## config.mk

```make
export PLATFORM = sky130hd
export DESIGN_NAME = oq_reduce
export DESIGN_NICKNAME = d
export VERILOG_FILES = /design/src/rtl/oq_reduce_pkg.sv /design/src/rtl/oq_reduce_fetch.sv /design/src/rtl/oq_reduce_pair.sv /design/src/rtl/oq_reduce_accum.sv /design/src/rtl/oq_reduce.sv
export SDC_FILE = /design/constraint.sdc
export NUM_CORES = 1
export LEC_CHECK = 0
export BUFFER_PORTS_ARGS = -buffer_cell sky130_fd_sc_hd__clkbuf_2
export CAP_MARGIN = 10
export CELL_PAD_IN_SITES_DETAIL_PLACEMENT = 2
export CELL_PAD_IN_SITES_GLOBAL_PLACEMENT = 2
export CORE_ASPECT_RATIO = 1.75
export CORE_UTILIZATION = 35
export DETAILED_ROUTE_END_ITERATION = 8
export PLACE_DENSITY = 0.9
export SLEW_MARGIN = 20
export SYNTH_ARGS = -nofsm -noshare
export SYNTH_HDL_FRONTEND = slang
export SYNTH_SLANG_ARGS = --single-unit
```

## constraint.sdc

```tcl
create_clock -name clk -period 3.8 [get_ports clk]
set_input_delay 0.76 -clock clk [delete_from_list [all_inputs] [get_ports clk]]
set_output_delay 0.76 -clock clk [all_outputs]
set_load 0.02 [all_outputs]
```

## src/rtl/oq_reduce_pkg.sv

```systemverilog
package oq_reduce_pkg;
   typedef enum logic [1:0] {
      FS_IDLE  = 2'd0,
      FS_RUN   = 2'd1,
      FS_DRAIN = 2'd2
   } fetch_state_e;
endpackage

```

## src/rtl/oq_reduce_fetch.sv

```systemverilog
module oq_reduce_fetch
   import oq_reduce_pkg::*;
#(
   parameter int WORD_W = 64,
   parameter int NUM_BE = 4,
   parameter int IDX_W  = 3
) (
   input  logic              clk,
   input  logic              rst_n,
   input  logic              start_i,
   input  logic              done_i,
   output logic              rd_req_o,
   output logic [IDX_W-1:0]  rd_addr_o,
   input  logic              rd_valid_i,
   input  logic [WORD_W-1:0] rd_data_i,
   output logic              clr_o,
   output logic              pair_vld_o,
   output logic              pair_last_o,
   output logic [WORD_W-1:0] start_word_o,
   output logic [WORD_W-1:0] end_word_o
);
   localparam int NUM_WORDS = 2 * NUM_BE;
   localparam logic [IDX_W-1:0] LAST_IDX = IDX_W'(NUM_WORDS - 1);

   fetch_state_e      state_q;
   logic [IDX_W-1:0]  idx_q;
   logic [WORD_W-1:0] hold_q;
   logic              accept;

   assign rd_req_o     = (state_q == FS_RUN);
   assign rd_addr_o    = idx_q;
   assign accept       = rd_req_o && rd_valid_i;
   assign clr_o        = start_i && (state_q == FS_IDLE);
   assign pair_vld_o   = accept && idx_q[0];
   assign pair_last_o  = accept && (idx_q == LAST_IDX);
   assign start_word_o = hold_q;
   assign end_word_o   = rd_data_i;

   always_ff @(posedge clk) begin
      if (!rst_n) begin
         state_q <= FS_IDLE;
         idx_q   <= '0;
         hold_q  <= '0;
      end else begin
         unique case (state_q)
            FS_IDLE: begin
               if (start_i) begin
                  state_q <= FS_RUN;
                  idx_q   <= '0;
               end
            end
            FS_RUN: begin
               if (accept) begin
                  if (!idx_q[0]) hold_q <= rd_data_i;
                  if (idx_q == LAST_IDX) state_q <= FS_DRAIN;
                  else                   idx_q   <= idx_q + IDX_W'(1);
               end
            end
            FS_DRAIN: begin
               if (done_i) state_q <= FS_IDLE;
            end
            default: state_q <= FS_IDLE;
         endcase
      end
   end
endmodule

```

## src/rtl/oq_reduce_pair.sv

```systemverilog
module oq_reduce_pair #(
   parameter int WORD_W    = 64,
   parameter bit PAIR_PIPE = 1'b1
) (
   input  logic              clk,
   input  logic              rst_n,
   input  logic              clr_i,
   input  logic              vld_i,
   input  logic              last_i,
   input  logic [WORD_W-1:0] start_w_i,
   input  logic [WORD_W-1:0] end_w_i,
   output logic              ev_vld_o,
   output logic              ev_use_o,
   output logic              ev_last_o,
   output logic [WORD_W-1:0] ev_delta_o
);
   localparam int FLAG = WORD_W - 1;

   logic              use_c;
   logic [WORD_W-1:0] delta_c;

   // Qualify on both flags; count field difference wraps naturally.
   assign use_c   = start_w_i[FLAG] && end_w_i[FLAG];
   assign delta_c = {1'b0, end_w_i[FLAG-1:0] - start_w_i[FLAG-1:0]};

   generate
      if (PAIR_PIPE) begin : g_pipe
         logic              vld_q, use_q, last_q;
         logic [WORD_W-1:0] delta_q;
         always_ff @(posedge clk) begin
            if (!rst_n || clr_i) begin
               vld_q   <= 1'b0;
               use_q   <= 1'b0;
               last_q  <= 1'b0;
               delta_q <= '0;
            end else begin
               vld_q   <= vld_i;
               use_q   <= vld_i && use_c;
               last_q  <= vld_i && last_i;
               delta_q <= delta_c;
            end
         end
         assign ev_vld_o   = vld_q;
         assign ev_use_o   = use_q;
         assign ev_last_o  = last_q;
         assign ev_delta_o = delta_q;
      end else begin : g_comb
         assign ev_vld_o   = vld_i;
         assign ev_use_o   = vld_i && use_c;
         assign ev_last_o  = vld_i && last_i;
         assign ev_delta_o = delta_c;
      end
   endgenerate
endmodule

```

## src/rtl/oq_reduce_accum.sv

```systemverilog
module oq_reduce_accum #(
   parameter int WORD_W = 64,
   parameter int CNT_W  = 3
) (
   input  logic              clk,
   input  logic              rst_n,
   input  logic              clr_i,
   input  logic              ev_vld_i,
   input  logic              ev_use_i,
   input  logic              ev_last_i,
   input  logic [WORD_W-1:0] ev_delta_i,
   output logic [WORD_W-1:0] sum_o,
   output logic [CNT_W-1:0]  cnt_o,
   output logic              done_o
);
   logic [WORD_W-1:0] sum_q;
   logic [CNT_W-1:0]  cnt_q;
   logic              done_q;

   always_ff @(posedge clk) begin
      if (!rst_n || clr_i) begin
         sum_q  <= '0;
         cnt_q  <= '0;
         done_q <= 1'b0;
      end else if (ev_vld_i) begin
         if (ev_use_i) begin
            sum_q <= sum_q + ev_delta_i;
            cnt_q <= cnt_q + CNT_W'(1);
         end
         if (ev_last_i) done_q <= 1'b1;
      end
   end

   assign sum_o  = sum_q;
   assign cnt_o  = cnt_q;
   assign done_o = done_q;
endmodule

```

## src/rtl/oq_reduce.sv

```systemverilog
module oq_reduce #(
   parameter int WORD_W    = 64,
   parameter int NUM_BE    = 4,
   parameter bit PAIR_PIPE = 1'b1,
   localparam int NUM_WORDS = 2 * NUM_BE,
   localparam int IDX_W     = (NUM_WORDS > 2) ? $clog2(NUM_WORDS) : 1,
   localparam int CNT_W     = $clog2(NUM_BE + 1)
) (
   input  logic              clk,
   input  logic              rst_n,
   input  logic              start_i,
   output logic              rd_req_o,
   output logic [IDX_W-1:0]  rd_addr_o,
   input  logic              rd_valid_i,
   input  logic [WORD_W-1:0] rd_data_i,
   output logic [WORD_W-1:0] sum_o,
   output logic [CNT_W-1:0]  valid_cnt_o,
   output logic              done_o
);
   generate
      if (WORD_W < 2) begin : g_bad_width
         $error("oq_reduce: WORD_W must be at least 2");
      end
      if (NUM_BE < 1) begin : g_bad_count
         $error("oq_reduce: NUM_BE must be at least 1");
      end
   endgenerate

   logic              clr;
   logic              pair_vld, pair_last;
   logic [WORD_W-1:0] start_word, end_word;
   logic              ev_vld, ev_use, ev_last;
   logic [WORD_W-1:0] ev_delta;

   oq_reduce_fetch #(
      .WORD_W (WORD_W),
      .NUM_BE (NUM_BE),
      .IDX_W  (IDX_W)
   ) fetch_i (
      .clk          (clk),
      .rst_n        (rst_n),
      .start_i      (start_i),
      .done_i       (done_o),
      .rd_req_o     (rd_req_o),
      .rd_addr_o    (rd_addr_o),
      .rd_valid_i   (rd_valid_i),
      .rd_data_i    (rd_data_i),
      .clr_o        (clr),
      .pair_vld_o   (pair_vld),
      .pair_last_o  (pair_last),
      .start_word_o (start_word),
      .end_word_o   (end_word)
   );

   oq_reduce_pair #(
      .WORD_W    (WORD_W),
      .PAIR_PIPE (PAIR_PIPE)
   ) pair_i (
      .clk        (clk),
      .rst_n      (rst_n),
      .clr_i      (clr),
      .vld_i      (pair_vld),
      .last_i     (pair_last),
      .start_w_i  (start_word),
      .end_w_i    (end_word),
      .ev_vld_o   (ev_vld),
      .ev_use_o   (ev_use),
      .ev_last_o  (ev_last),
      .ev_delta_o (ev_delta)
   );

   oq_reduce_accum #(
      .WORD_W (WORD_W),
      .CNT_W  (CNT_W)
   ) accum_i (
      .clk        (clk),
      .rst_n      (rst_n),
      .clr_i      (clr),
      .ev_vld_i   (ev_vld),
      .ev_use_i   (ev_use),
      .ev_last_i  (ev_last),
      .ev_delta_i (ev_delta),
      .sum_o      (sum_o),
      .cnt_o      (valid_cnt_o),
      .done_o     (done_o)
   );
endmodule

```

==> flow_metrics.tcl <==
set metrics [dict create \
    status "complete, no violations" \
    path_cells "ha_1, a211oi_1, nor2_1, a311oi_1, a21oi_1, a21oi_1, o22ai_1, a31oi_1, buf_4, nor2_1, o31a_1, a32o_1" \
    worstHoldStart "fetch_i.start_word_o[27]" \
    r2r-end "accum_i.sum_o[49]" \
    drt.antenna.violating_nets 0 \
    initial_cell_density_of_the_core 0.3565 \
    chipWidth_um 153.2 \
    placed_cells 2453 \
    synth_flop_cell "sky130_fd_sc_hd__dfxtp_1" \
    drt_via_density 5.771 \
    synth_top_cell_area_share 0.2903 \
    hold_end "fetch_i.start_word_o[27]" \
    main_combinational_cell_family_by_area_after_synthesis "compound AO/OA/AOI/OAI gates" \
    route.detailed.wl_per_inst_um 22.38 \
    synth_nets 2055 \
    rsz0062_at_grt "false" \
    postRouteWirelength_um 55790 \
    ff2ff_path_depth 12 \
    launching_point_of_the_worst_reg2reg_path "accum_i.sum_o[8]" \
    synth-async-reset-ratio 0 \
    synth-warning-count 0 \
    design.final.nets 2186 \
    antenna_found_initial 0 \
    post-route-period-util 0.9662 \
    detailroute.via_count 14390 \
    yosys.area.top_type "sky130_fd_sc_hd__dfxtp_1" \
    post-cts-setup-buffer-count 0 \
    max-cap-violations 0 \
    yosys_register_bits 203 \
    num_io_pins 140 \
    crit_type "flip-flop to flip-flop" \
    globalRouteOverflowTotal 0 \
    clk_pin_slew_worst_paths_ns 0.06 \
    synth-adder-area-share 0.1172 \
    finalWorstPathRequiredPeriod_ns 3.671 \
    grt_usage 0.2720 \
    via_count_of_the_first_global_routing_pass 16330 \
    netlist_top_cells_area "sky130_fd_sc_hd__dfxtp_1 29%, sky130_fd_sc_hd__ha_1 11%, sky130_fd_sc_hd__nand2_1 8.3%, sky130_fd_sc_hd__a21oi_1 6.8%, sky130_fd_sc_hd__xnor2_1 4.3%" \
    synth-simple-area-share 0.2015 \
    layoutNonFillerInstCount 2493 \
    grt_max_degree 76 \
    place_congestion 0.9320 \
    die_area_sq_um 40840 \
    setup_violations 0 \
    cts_tree "built" \
    crit_path_end_kind "flip-flop" \
    power.density_nw_per_um2 364.6 \
    syn_area_per_cell_sq_um 7.540 \
    irDropWorstVdd_v 0.0002276 \
    leakage_uw 0.006625 \
    clk_path_buf_depth 3 \
    die_span_y_um 266.6 \
    tritoncts_num_sinks 203 \
    min_delay_path_depth 2 \
    cts_made_buffers 23 \
    r2r_setup_slack_ns 0.13 \
    port_buffers 139 \
    timing.setup.tns_ns 0 \
    ctsRootBufferMaster "sky130_fd_sc_hd__clkbuf_16" \
    netlist_area_sq_um 14000 \
    worstSkewPairLatency_ns 0.54 \
    detail_route.drc_violations 0 \
    start_kind "flip-flop" \
    core_sq_um 39280 \
    htreeDepth 1 \
    drive_gt1_frac 0.1283 \
    row_count 96 \
    fin_total_pwr_uw 5915 \
    synth_mux_area_frac 0.003843 \
    report.final.hold_viol_count 0 \
    worst_slew_pin_slew_ns 0.8749 \
    number_of_standard_cells_after_synthesis 1857 \
    dr.first_iter.drc_count 674 \
    synth_unique_cells 72 \
    max_stage_delay_ns 0.59 \
    cpMaxStageDelayCell "sky130_fd_sc_hd__a311oi_1" \
    global_route_wire_length_before_repair_um 88660 \
    number_of_search_and_repair_iterations_in_the_first_detailed_routing_pass 5 \
    place.detailed.hpwl_um 44430 \
    slew_headroom 0.4168 \
    finish.utilization 0.4130 \
    yosys.area_share.xor_xnor 0.06631 \
    timing.critical_path.arrival_ns 4.09 \
    fraction_of_the_mapped_netlist_area_in_compound_gates 0.2708 \
    maxSlewViolCount 0 \
    crit_path_max_fanout 6 \
    worst_ep_required_time_ns 4.22 \
    yosysSeqAreaShare 0.2903 \
    n_antenna_cell 0 \
    layout-area-overhead-vs-synth_pct 15.87 \
    dpl_worst_slack_ns -0.1652 \
    minimum_setup_slack_in_the_final_design_ns 0.1286 \
    synth_edf_count 0 \
    final.setup_skew_ns 0.02298 \
    hold_path.class "flip-flop to flip-flop" \
    max_clock_freq_mhz 272.4 \
]
how the worst max path moves through the flow:
stage / startpoint / endpoint / cells after the start
floorplan: rd_data_i[0] / pair_i.ev_delta_o[60] / 13
global placement: rd_data_i[0] / pair_i.ev_delta_o[60] / 16
detailed placement: rd_data_i[1] / pair_i.ev_delta_o[61] / 12
CTS: accum_i.sum_o[35] / accum_i.sum_o[60] / 10
global route: accum_i.sum_o[35] / accum_i.sum_o[63] / 11
finish: accum_i.sum_o[8] / accum_i.sum_o[49] / 12
critical path, delay by kind of cell (launching register included):
family                     cells  cell delay [ns]
DFF                            1             0.35
adders and majority gates      1             0.40
AOI/OAI and AO/OA              8             2.50
and+or+nand+nor                2             0.15
buffers and inverters          1             0.17
per-stage QoR:
stage	instance area [sq um]	hold WS, ns
2_1_floorplan	14000	0.4378
3_3_place_gp	15410	0.4500
3_5_place_dp	15410	0.4645
4_1_cts	16180	0.4736
5_1_grt	16220	0.4921
6_report	16220	0.4723
repair_timing:
action,4_1_cts,5_1_grt
resized for setup,0,4
setup endpoints to repair,0,6
endpoints found under the hold margin,0,0
hold buffers,0,0
synthesized netlist by cell type, types with 3 or more instances:
cell type,instances
sky130_fd_sc_hd__o31a_1,3
sky130_fd_sc_hd__a21o_1,57
sky130_fd_sc_hd__o21ai_0,78
sky130_fd_sc_hd__nand2b_1,11
sky130_fd_sc_hd__nand3_1,51
sky130_fd_sc_hd__xnor2_1,68
sky130_fd_sc_hd__o31ai_1,9
sky130_fd_sc_hd__nand4_1,36
sky130_fd_sc_hd__and2_1,10
sky130_fd_sc_hd__a31oi_1,23
sky130_fd_sc_hd__o21a_1,17
sky130_fd_sc_hd__or2_2,3
sky130_fd_sc_hd__nand2_1,311
sky130_fd_sc_hd__nor3_1,23
sky130_fd_sc_hd__a21oi_1,190
sky130_fd_sc_hd__a2111oi_2,3
sky130_fd_sc_hd__and4_1,4
sky130_fd_sc_hd__o211ai_1,22
sky130_fd_sc_hd__ha_1,128
sky130_fd_sc_hd__xor2_1,38
sky130_fd_sc_hd__and3_1,11
sky130_fd_sc_hd__a311oi_1,3
sky130_fd_sc_hd__a211o_1,4
sky130_fd_sc_hd__buf_2,5
sky130_fd_sc_hd__a21boi_0,70
sky130_fd_sc_hd__nor3b_1,3
sky130_fd_sc_hd__or3_1,11
sky130_fd_sc_hd__a211oi_1,21
sky130_fd_sc_hd__dfxtp_1,203
sky130_fd_sc_hd__inv_1,99
sky130_fd_sc_hd__clkbuf_1,74
sky130_fd_sc_hd__o22ai_1,3
sky130_fd_sc_hd__nor2b_1,10
sky130_fd_sc_hd__o311ai_2,3
sky130_fd_sc_hd__o21bai_1,28
sky130_fd_sc_hd__buf_1,7
sky130_fd_sc_hd__nor2_1,149
sky130_fd_sc_hd__nor4_1,8
sky130_fd_sc_hd__o21ai_1,12
sky130_fd_sc_hd__a221oi_1,4
metal layers:
layer	share of wire	global-route usage	wire length, um
met5	0	0	0
met3	0.023	0.02419	1297
met1	0.39	0.2828	21620
met4	0.056	0.1499	3139
met2	0.53	0.5299	29730
area by class of cell:
type	instances	area, sq um
multi-input combinational	1469	9299
sequential	203	4064
tap	490	613.1
inverter	99	371.6
clock buffer	28	624.3
timing repair buffer	192	1106
fill	4572	23050
clock inverter	12	145.1
kinds of logic (layout without fill, tap and decap cells):
group,Yosys count,count (layout)
compound gates,582,582
xor+xnor,106,106
fa+ha+maj,130,130
buf+inv,185,331
flops,203,203
mux,5,5
simple gates,646,646
where the power goes:
part	leakage [uW]	switching, uW	internal [uW]	total (uW)
sequential	0.00165	69.5	2230	2300
clock	0.000382	970	1370	2340
combinational	0.00459	807	466	1270
cell usage in the layout, fill, tap and decap left out, types with 4 or more instances in the layout:
master	Yosys	layout
sky130_fd_sc_hd__ha_1	128	128
sky130_fd_sc_hd__a221oi_1	4	4
sky130_fd_sc_hd__a21oi_1	190	190
sky130_fd_sc_hd__a211oi_1	21	20
sky130_fd_sc_hd__nand4_1	36	36
sky130_fd_sc_hd__and3_1	11	11
sky130_fd_sc_hd__nor2b_1	10	10
sky130_fd_sc_hd__xnor2_1	68	68
sky130_fd_sc_hd__nand2b_1	11	11
sky130_fd_sc_hd__o21bai_1	28	28
sky130_fd_sc_hd__clkbuf_2	0	139
sky130_fd_sc_hd__nand3_1	51	51
sky130_fd_sc_hd__o21ai_0	78	77
sky130_fd_sc_hd__clkbuf_16	0	23
sky130_fd_sc_hd__dfxtp_1	203	203
sky130_fd_sc_hd__a21boi_0	70	70
sky130_fd_sc_hd__buf_4	0	52
sky130_fd_sc_hd__a31oi_1	23	23
sky130_fd_sc_hd__nor4_1	8	7
sky130_fd_sc_hd__xor2_1	38	38
sky130_fd_sc_hd__nor3_1	23	23
sky130_fd_sc_hd__o31ai_1	9	9
sky130_fd_sc_hd__and4_1	4	4
sky130_fd_sc_hd__o21ai_1	12	11
sky130_fd_sc_hd__nand2_1	311	310
sky130_fd_sc_hd__inv_1	99	99
sky130_fd_sc_hd__nor2_1	149	148
sky130_fd_sc_hd__o21a_1	17	17
sky130_fd_sc_hd__a21o_1	57	57
sky130_fd_sc_hd__or3_1	11	11
sky130_fd_sc_hd__o211ai_1	22	22
sky130_fd_sc_hd__a211o_1	4	4
sky130_fd_sc_hd__clkinv_2	0	6
sky130_fd_sc_hd__and2_1	10	9
state kept, by name, indices dropped and copies added (netlist names):
register              cells
accum_i.sum_o            64
pair_i.ev_last_o          1
fetch_i.state_q           2
pair_i.ev_vld_o           1
accum_i.cnt_o             3
fetch_i.start_word_o     64
pair_i.ev_delta_o        63
fetch_i.rd_addr_o         3
pair_i.ev_use_o           1
accum_i.done_o            1
(Power assumes the default switching activity.)
